**config.mk**
```make
export PLATFORM = sky130hd
export DESIGN_NAME = hdlc_rx_deframer
export DESIGN_NICKNAME = d
export VERILOG_FILES = /design/src/rtl/hdlc_rx_pkg.sv /design/src/rtl/hdlc_rx_hist.sv /design/src/rtl/hdlc_rx_asm.sv /design/src/rtl/hdlc_rx_emit.sv /design/src/rtl/hdlc_rx_deframer.sv
export SDC_FILE = /design/constraint.sdc
export NUM_CORES = 1
export LEC_CHECK = 0
export CAP_MARGIN = 10
export CORE_AREA = 2 2 60 62
export CTS_CLUSTER_DIAMETER = 150
export DETAILED_ROUTE_END_ITERATION = 8
export DIE_AREA = 0 0 62 64
export PLACE_DENSITY_LB_ADDON = 0.05
export SLEW_MARGIN = 20
export SYNTH_ARGS = -nofsm -noshare
export SYNTH_HDL_FRONTEND = slang
export SYNTH_SLANG_ARGS = --single-unit
```
**constraint.sdc**
```tcl
create_clock -name clk -period 1.8 [get_ports clk]
set_input_delay 0.36 -clock clk [delete_from_list [all_inputs] [get_ports clk]]
set_output_delay 0.36 -clock clk [all_outputs]
set_load 0.02 [all_outputs]
```
**src/rtl/hdlc_rx_pkg.sv**
```systemverilog
// Shared constants and the emit request type for the frame deframer.
package hdlc_rx_pkg;
    localparam int unsigned BYTE_W    = 8;
    localparam logic [7:0]  FLAG_CODE = 8'h7E;
    localparam logic [7:0]  ABRT_MASK = 8'h7F;
    localparam logic [7:0]  ESC_CODE  = 8'h1B;

    // One emit request: first beat always, second beat when two is set.
    typedef struct packed {
        logic             vld;
        logic             two;
        logic [BYTE_W-1:0] b0;
        logic [BYTE_W-1:0] b1;
    } emit_t;
endpackage

```
**src/rtl/hdlc_rx_hist.sv**
```systemverilog
// Bit history shift register. Newest bit lands at bit 0.
// Assumes: shift_en is a single-cycle strobe per bit.
module hdlc_rx_hist #(
    parameter int unsigned W = 8
) (
    input  logic         clk,
    input  logic         rst_n,
    input  logic         shift_en,
    input  logic         bit_in,
    output logic [W-1:0] hist_nx
);
    logic [W-1:0] hist_q;

    // Next history as seen once the current bit is included.
    assign hist_nx = {hist_q[W-2:0], bit_in};

    // Register the history on every strobe.
    always_ff @(posedge clk) begin
        if (!rst_n)        hist_q <= '0;
        else if (shift_en) hist_q <= hist_nx;
    end
endmodule

```
**src/rtl/hdlc_rx_asm.sv**
```systemverilog
// Byte assembler: shifts kept bits in from the top (LSB first on the wire).
// Assumes: clr has priority over shift; caller clears on completion.
module hdlc_rx_asm #(
    parameter int unsigned W = 8
) (
    input  logic         clk,
    input  logic         rst_n,
    input  logic         clr,
    input  logic         shift,
    input  logic         bit_in,
    output logic [W-1:0] acc_nx,
    output logic         last
);
    localparam int unsigned IW = $clog2(W);

    logic [W-1:0]  acc_q;
    logic [IW-1:0] idx_q;

    // Byte value once the current bit is placed at the top.
    assign acc_nx = {bit_in, acc_q[W-1:1]};
    // Current bit is the final one of the byte.
    assign last   = (idx_q == IW'(W-1));

    // Accumulator and bit index update.
    always_ff @(posedge clk) begin
        if (!rst_n || clr) begin
            acc_q <= '0;
            idx_q <= '0;
        end else if (shift) begin
            acc_q <= acc_nx;
            idx_q <= idx_q + 1'b1;
        end
    end
endmodule

```
**src/rtl/hdlc_rx_emit.sv**
```systemverilog
// Output sequencer: presents one or two bytes on consecutive cycles.
// Assumes: no new request arrives while a second beat is pending.
module hdlc_rx_emit
    import hdlc_rx_pkg::*;
(
    input  logic              clk,
    input  logic              rst_n,
    input  emit_t             req,
    output logic              out_vld,
    output logic [BYTE_W-1:0] out_byte
);
    logic              pend_q;
    logic [BYTE_W-1:0] pend_byte_q;

    // Drive the first beat, then drain the pending second beat.
    always_ff @(posedge clk) begin
        if (!rst_n) begin
            out_vld     <= 1'b0;
            out_byte    <= '0;
            pend_q      <= 1'b0;
            pend_byte_q <= '0;
        end else if (req.vld) begin
            out_vld     <= 1'b1;
            out_byte    <= req.b0;
            pend_q      <= req.two;
            pend_byte_q <= req.b1;
        end else if (pend_q) begin
            out_vld     <= 1'b1;
            out_byte    <= pend_byte_q;
            pend_q      <= 1'b0;
        end else begin
            out_vld     <= 1'b0;
        end
    end
endmodule

```
**src/rtl/hdlc_rx_deframer.sv**
```systemverilog
// Frame deframer top: delimiter and abort detection, stuffed-zero removal,
// LSB-first byte assembly and escape marking of framing-code data bytes.
// Assumes: bit strobes at least two cycles apart; out_rdy low means full.
module hdlc_rx_deframer
    import hdlc_rx_pkg::*;
#(
    parameter logic [7:0]  FLAG      = FLAG_CODE,
    parameter logic [7:0]  ABRT      = ABRT_MASK,
    parameter logic [7:0]  ESC       = ESC_CODE,
    parameter int unsigned STUFF_RUN = 5
) (
    input  logic       clk,
    input  logic       rst_n,
    input  logic       bit_vld,
    input  logic       bit_in,
    input  logic       out_rdy,
    output logic       out_vld,
    output logic [7:0] out_byte
);
    localparam int unsigned W = BYTE_W;
    localparam logic [W-1:0] STUFF_MASK = W'((1 << (STUFF_RUN + 1)) - 1);
    localparam logic [W-1:0] STUFF_PAT  = W'((1 << (STUFF_RUN + 1)) - 2);

    logic [W-1:0] hist_nx;
    logic [W-1:0] acc_nx;
    logic         asm_last;
    logic         asm_clr;
    logic         asm_shift;
    logic         armed;
    logic         armed_d;
    logic         is_flag;
    logic         is_abort;
    logic         is_stuff;
    logic         is_special;
    emit_t        req;

    hdlc_rx_hist #(.W(W)) u_hist (
        .clk      (clk),
        .rst_n    (rst_n),
        .shift_en (bit_vld),
        .bit_in   (bit_in),
        .hist_nx  (hist_nx)
    );

    hdlc_rx_asm #(.W(W)) u_asm (
        .clk    (clk),
        .rst_n  (rst_n),
        .clr    (asm_clr),
        .shift  (asm_shift),
        .bit_in (bit_in),
        .acc_nx (acc_nx),
        .last   (asm_last)
    );

    hdlc_rx_emit u_emit (
        .clk      (clk),
        .rst_n    (rst_n),
        .req      (req),
        .out_vld  (out_vld),
        .out_byte (out_byte)
    );

    // Pattern decodes on the history including the current bit.
    assign is_flag    = (hist_nx == FLAG);
    assign is_abort   = ((hist_nx & ABRT) == ABRT);
    assign is_stuff   = ((hist_nx & STUFF_MASK) == STUFF_PAT);
    assign is_special = (acc_nx == FLAG) || (acc_nx == ABRT) || (acc_nx == ESC);

    // Per-bit decision: arm, disarm, drop, assemble or emit.
    always_comb begin
        armed_d   = armed;
        asm_clr   = 1'b0;
        asm_shift = 1'b0;
        req       = '0;
        if (bit_vld) begin
            if (is_flag) begin
                armed_d = out_rdy;
                if (out_rdy) begin
                    asm_clr = 1'b1;
                    req.vld = 1'b1;
                    req.b0  = FLAG;
                end
            end else if (armed) begin
                if (is_abort) begin
                    armed_d = 1'b0;
                end else if (!is_stuff) begin
                    asm_shift = 1'b1;
                    if (asm_last) begin
                        asm_clr = 1'b1;
                        if (!out_rdy) begin
                            armed_d = 1'b0;
                        end else if (is_special) begin
                            req.vld = 1'b1;
                            req.two = 1'b1;
                            req.b0  = ESC;
                            req.b1  = acc_nx;
                        end else begin
                            req.vld = 1'b1;
                            req.b0  = acc_nx;
                        end
                    end
                end
            end
        end
    end

    // Armed state register.
    always_ff @(posedge clk) begin
        if (!rst_n) armed <= 1'b0;
        else        armed <= armed_d;
    end
endmodule

```
# After elaboration in Yosys (flattened, before gate mapping)
# Index checks and enable logic that the tools add are counted.
[word_totals]
ff_bits = 37
input_bits = 5
output_inout_bits = 9
[classes]
addsub = 1
eq_ne = 7
mux = 35
bitwise_logic = 6
n_reduce_logical = 6
[ops]
columns = ["operator", "count"]
rows = [
  ["2-to-1 mux 18 bit", 6],
  ["2-to-1 mux 8 bit", 6],
  ["== test 8 x 7 -> 1 bit (second input constant)", 3],
  ["2-to-1 mux 1 bit", 22],
  ["OR reduction 9 bit", 1],
  ["== test 8 x 5 -> 1 bit (second input constant)", 1],
  ["== test 7 bit (second input constant)", 1],
  ["2-to-1 mux 7 bit", 1],
  ["== test 6 bit (second input constant)", 1],
  ["inverter 1 bit", 6],
  ["adder 3 x 1 -> 3 bit (second input constant)", 1],
  ["== test 3 bit (second input constant)", 1],
  ["logical OR 1 bit", 3],
  ["nonzero test 2 bit", 1],
  ["logical NOT 1 bit", 1],
]

# Logic depth before layout (Yosys ltp)
[logic_depth]
word_depth = 13
ltp_mapped = 8
depth_no_buf = 6

# Hierarchy
# From an unflattened synthesis, not the netlist that was laid out.
[hier_totals]
hier_cells = 184
area_unflattened_um2 = 1884.3
[modules_own_cells]
columns = ["module", "instances", "cells_each", "area_per_inst_um2"]
rows = [
  ["hdlc_rx_emit", 1, 64, 795.8],
  ["hdlc_rx_deframer", 1, 61, 424.2],
  ["hdlc_rx_asm", 1, 36, 391.6],
  ["hdlc_rx_hist", 1, 23, 272.8],
]

# Worst setup path before layout
# No wires, ideal clock.
[synth_timing]
path_kind = "reg-to-reg"
start = "register u_asm.idx_q[0]"
end = "register u_emit.out_byte[2]"
setup_time_ps = 70
t_arrival_ps = 1637
required_time_ps = 1730
path_slack_ps = 93
stages_incl_launch_ff = 8
path_buffers = 1
synth_period_minus_slack_ps = 1707
path_cell_list = "dfxtp_1 ha_1 ha_1 nand4_1 a31o_1 buf_4 mux2_1 a21oi_1"
[synth_between]
elab_chain_cells = 8
word_cells_on_any_way = 10
cone_classes = "eq/ne: 1; mux: 8; reduce/logical: 1"
[synth_rtl]
columns = ["element", "line", "rtl"]
rows = [
  ["start: declaration", "hdlc_rx_asm.sv:17", "logic [IW-1:0] idx_q;"],
  ["start signal: assignment", "hdlc_rx_asm.sv:31", "idx_q <= idx_q + 1'b1;"],
  ["== test 3 bit (*)", "hdlc_rx_asm.sv:22", "assign last = (idx_q == IW'(W-1));"],
  ["2-to-1 mux 18 bit (*)", "hdlc_rx_deframer.sv:88", "if (asm_last) begin"],
  ["2-to-1 mux 18 bit (*)", "hdlc_rx_deframer.sv:86", "end else if (!is_stuff) begin"],
  ["2-to-1 mux 18 bit (*)", "hdlc_rx_deframer.sv:84", "if (is_abort) begin"],
  ["2-to-1 mux 18 bit (*)", "hdlc_rx_deframer.sv:83", "end else if (armed) begin"],
  ["2-to-1 mux 8 bit / 2-to-1 mux 1 bit (equally long branches)", "hdlc_rx_deframer.sv:76", "if (is_flag) begin"],
  ["2-to-1 mux 18 bit (*)", "hdlc_rx_deframer.sv:75", "if (bit_vld) begin"],
  ["2-to-1 mux 8 bit / nonzero test 2 bit (equally long branches)", "-", ""],
  ["end signal: assignment", "hdlc_rx_emit.sv:24", "out_byte <= req.b0;"],
  ["end signal: assignment", "hdlc_rx_emit.sv:29", "out_byte <= pend_byte_q;"],
  ["end: declaration", "hdlc_rx_emit.sv:10", "output logic [BYTE_W-1:0] out_byte"],
]
# Every way passes the cells marked *; elsewhere a longest branch is shown, timed or not.
# A chain may end at the register's enable or synchronous reset.

# Worst setup path in the final report
[layout_timing]
start = "input port bit_in"
end = "register u_emit.pend_byte_q[3]"
[layout_between]
elab_chain_cells = 11
word_cells_on_any_way = 17
cone_classes = "eq/ne: 6; mux: 9; reduce/logical: 2"
[layout_rtl]
columns = ["element", "line", "rtl"]
rows = [
  ["start: declaration", "hdlc_rx_deframer.sv:15", "input logic bit_in,"],
  ["== test 8 x 7 -> 1 bit", "hdlc_rx_deframer.sv:67", "assign is_special = (acc_nx == FLAG) || (acc_nx == ABRT) || (acc_nx == ESC);"],
  ["logical OR 1 bit (2 in a row)", "hdlc_rx_deframer.sv:67", ""],
  ["2-to-1 mux 8 bit", "hdlc_rx_deframer.sv:92", "end else if (is_special) begin"],
  ["2-to-1 mux 18 bit", "hdlc_rx_deframer.sv:90", "if (!out_rdy) begin"],
  ["2-to-1 mux 18 bit", "hdlc_rx_deframer.sv:88", ""],
  ["2-to-1 mux 18 bit", "hdlc_rx_deframer.sv:86", ""],
  ["2-to-1 mux 18 bit", "hdlc_rx_deframer.sv:84", ""],
  ["2-to-1 mux 18 bit", "hdlc_rx_deframer.sv:83", ""],
  ["2-to-1 mux 8 bit", "hdlc_rx_deframer.sv:76", ""],
  ["2-to-1 mux 18 bit (*)", "hdlc_rx_deframer.sv:75", ""],
  ["end signal: assignment", "hdlc_rx_emit.sv:26", "pend_byte_q <= req.b1;"],
  ["end: declaration", "hdlc_rx_emit.sv:13", "logic [BYTE_W-1:0] pend_byte_q;"],
]
# Marks and branches as above.

==> metrics <==
port bufs=13; Worst setup EP type=register; synthesized instance count=168; R2R Path End=u_emit.out_byte[5]; via count=approximately 1300; Hold-fix buffers, CTS=0; crit path DAT=2.01 ns; core area=0.00328 mm^2; gr usage total=19.3%; Worst Path Buf+Inv=1; Die ar.=around 0.0040 mm^2; sequential fraction of design power=64.5%; largest cells by area after synthesis=dfxtp_1, mux2i_1, nor2_1, a21oi_1, nand3_1; commonest cells in the netlist=dfxtp_1, mux2i_1, nor2_1; sequential element share of the synthesized area=between 40 and 50%; drt pass-1 iters=4; Die Y=64 um; total CTS buffers=5; PwrDens=631 mW/mm^2; drt via density=5.42; fin nets=203; crit-path max cell delay=0.55 ns; ant diodes=0; Final min period=1.73 ns; Max-Cap Viols=0; drt wl/cell=~14 um; CTS max path bufs=2; layout cells sized above 1=22.4%; Syn-to-layout area delta=23.0%; status=finished clean; number of flops mapped to enable cells by yosys=0; crit-path cells=clkdlybuf4s50_1 -> nand4b_1 -> a211oi_4 -> nand2_2 -> a21oi_1; Worst path top cell family by delay=buffers and inverters; DRT antenna net count=0; Clock Sinks=36; DPL Wire Length=2.48 mm; Leak Pwr=between 0.6 and 0.7 nW; syn avg cell area=9.53 um^2; Max-Slew Margin vs Limit=about 73%; Final Skew=~0.0084 ns; Primary FF master, synth=dfxtp_1; count leader, synth=dfxtp_1; CP required=2.08 ns; clock share of power=31.4%; initial core utilization=between 40 and 50%; first-pass GRT wire length=5.75 mm; CP max-delay cell=clkdlybuf4s50_1; WL final=about 3.3 mm; Post-synth ARST share=0%; r2r setup slk=0.14 ns; Warnings, synthesis=0; Power Total=1.24 mW; post-synthesis sequential element count=36; Comb pwr share=approximately 4.2%; post-synthesis cell area=0.00160 mm^2; CP Launch Type=primary input; count of cell types in the netlist=37; worst slew pin tran=0.409 ns; Finished Layout Cells=242; dpl cells=234; hold endpoint=u_emit.pend_byte_q[0]; share of the synthesized area in the top cell type=45.0%; Die X-Extent=62 um; largest net degree at the start of global routing=23; grt ovf=0; FMAX=578 MHz; antenna violations before repair=0; Final Hold Fails=0; TritonCTS clock tree=built; worst skew pair latency=around 0.34 ns; crit-path max FO=6; clk slew on worst S/H paths=0.10 ns; placed inst area=0.00187 mm^2; Yosys top cell by area=dfxtp_1; Worst Hold Class=reg2reg; DRC=0; final worst-path cycle share=~96%; Setup Crit Path Kind=in2reg; Cell Rows=21; Max Slew Vio Count=0; Hold Path Cell Cnt=2; Iter 0 DRT Violations=between 40 and 50; IO Pins=14; hold_sp=u_emit.pend_byte_q[0]; internal power=965 uW; Worst R2R Path Depth=6; Net Sw Frac=22.3%; switching power=277 uW; H-tree depth=2; vias in the first global route=1309; Worst VDD drop=0.000364 V; fin area=around 0.002 mm^2; reg-to-reg startpoint=u_asm.idx_q[0]; CTS Root Cell=clkbuf_4; GPL Wtd Cong=0.785; final setup fails=0; TNS Setup=0 ns; post-synth net total=175
## state kept, by name, summed over array words and instances (netlist names)
register	count
u_emit.out_vld	1
u_emit.out_byte	8
u_asm.idx_q	3
u_hist.hist_q	7
u_emit.pend_q	1
u_emit.pend_byte_q	8
armed	1
u_asm.acc_q	7
## layout make-up
| cell class | instances | area (um^2) |
|---|---|---|
| Tap cell | 46 | 57.6 |
| Clock inverter | 1 | 5.00 |
| Timing Repair Buffer | 34 | 288 |
| Fill cell | 317 | 1320 |
| Clock buffer | 6 | 41.3 |
| Inverter | 3 | 11.3 |
| Sequential cell | 36 | 723 |
| Multi-Input combinational cell | 116 | 843 |
## power groups by stage
stage | sequential, mW | combinational, mW | clock, mW
6_report | 0.801 | 0.0517 | 0.390
5_1_grt | 0.802 | 0.0560 | 0.450
4_1_cts | 0.801 | 0.0495 | 0.406
3_5_place_dp | 0.819 | 0.0493 | 0
3_3_place_gp | 0.819 | 0.0479 | 0
2_1_floorplan | 0.819 | 0.0274 | 0
## worst min-delay path: cells and delay by family, from the launching register on
| family | cells | cell delay (ns) |
|---|---|---|
| compound gates | 1 | 0.06 |
| flops | 1 | 0.32 |
| simple gates | 1 | 0.06 |
## kinds of logic (layout without fill, tap and decap cells)
| group | count (synthesis) | in the layout | synth area share [%] |
|---|---|---|---|
| multiplexers | 26 | 26 | 16.6 |
| AND/OR/NAND/NOR | 56 | 56 | 18.2 |
| buffers and inverters | 16 | 44 | 5.23 |
| flip-flops | 36 | 36 | 45.0 |
| XOR/XNOR | 1 | 1 | 0.547 |
| adder cells (fa/ha/maj) | 2 | 2 | 1.56 |
| AO/OA/AOI/OAI | 31 | 31 | 12.9 |
## what timing repair did
action	CTS	global route
setup buffers	0	1
endpoints found under the hold margin	0	0
resized for setup	0	12
endpoints found under the setup margin	0	9
## worst max path at each step
stage / startpoint / to / slack, ns / cells past startpoint
2_1_floorplan: u_asm.idx_q[0] / u_emit.out_byte[2] / 0.09 / 7
3_3_place_gp: bit_vld / u_emit.out_byte[7] / -0.22 / 6
3_5_place_dp: bit_vld / u_emit.out_byte[7] / -0.21 / 6
4_1_cts: u_asm.idx_q[0] / u_emit.out_byte[5] / 0.05 / 6
5_1_grt: bit_in / u_emit.pend_byte_q[3] / -0.02 / 5
6_report: bit_in / u_emit.pend_byte_q[3] / 0.07 / 5
## layer usage
metal / up-vias / part of all wire [%] / global-route usage, %
met4: 0 / 1.5 / 7.98
met5: - / 0 / 0
met3: 5 / 2.5 / 4.25
met1: 638 / 44 / 22.7
li1: 653 / - / -
met2: 15 / 52 / 32.7
## per-stage QoR
| stage | hold WS (ns) | worst slack (ns) | util [%] |
|---|---|---|---|
| 2_1_floorplan | 0.444 | 0.0929 | - |
| 3_3_place_gp | 0.455 | -0.216 | 56.8 |
| 3_5_place_dp | 0.465 | -0.213 | 56.8 |
| 4_1_cts | 0.479 | 0.0505 | 58.2 |
| 5_1_grt | 0.491 | -0.0228 | 60.0 |
| 6_report | 0.476 | 0.0709 | 60.0 |
## cell usage in the layout, fill, tap and decap left out, types with 2 or more instances in the layout
master	count
nor2_1	21
nand3_1	11
a21oi_2	2
a31oi_1	3
and3_1	3
dfxtp_2	2
mux2i_1	22
mux2_1	2
nand2_1	5
nand4b_1	2
o21ai_0	4
clkdlybuf4s50_1	13
mux2_2	2
dfxtp_1	34
a211oi_1	3
clkbuf_4	5
buf_4	21
a31oi_2	2
a21oi_1	10
nor3_1	3
inv_1	3
(Power assumes the default switching activity.)
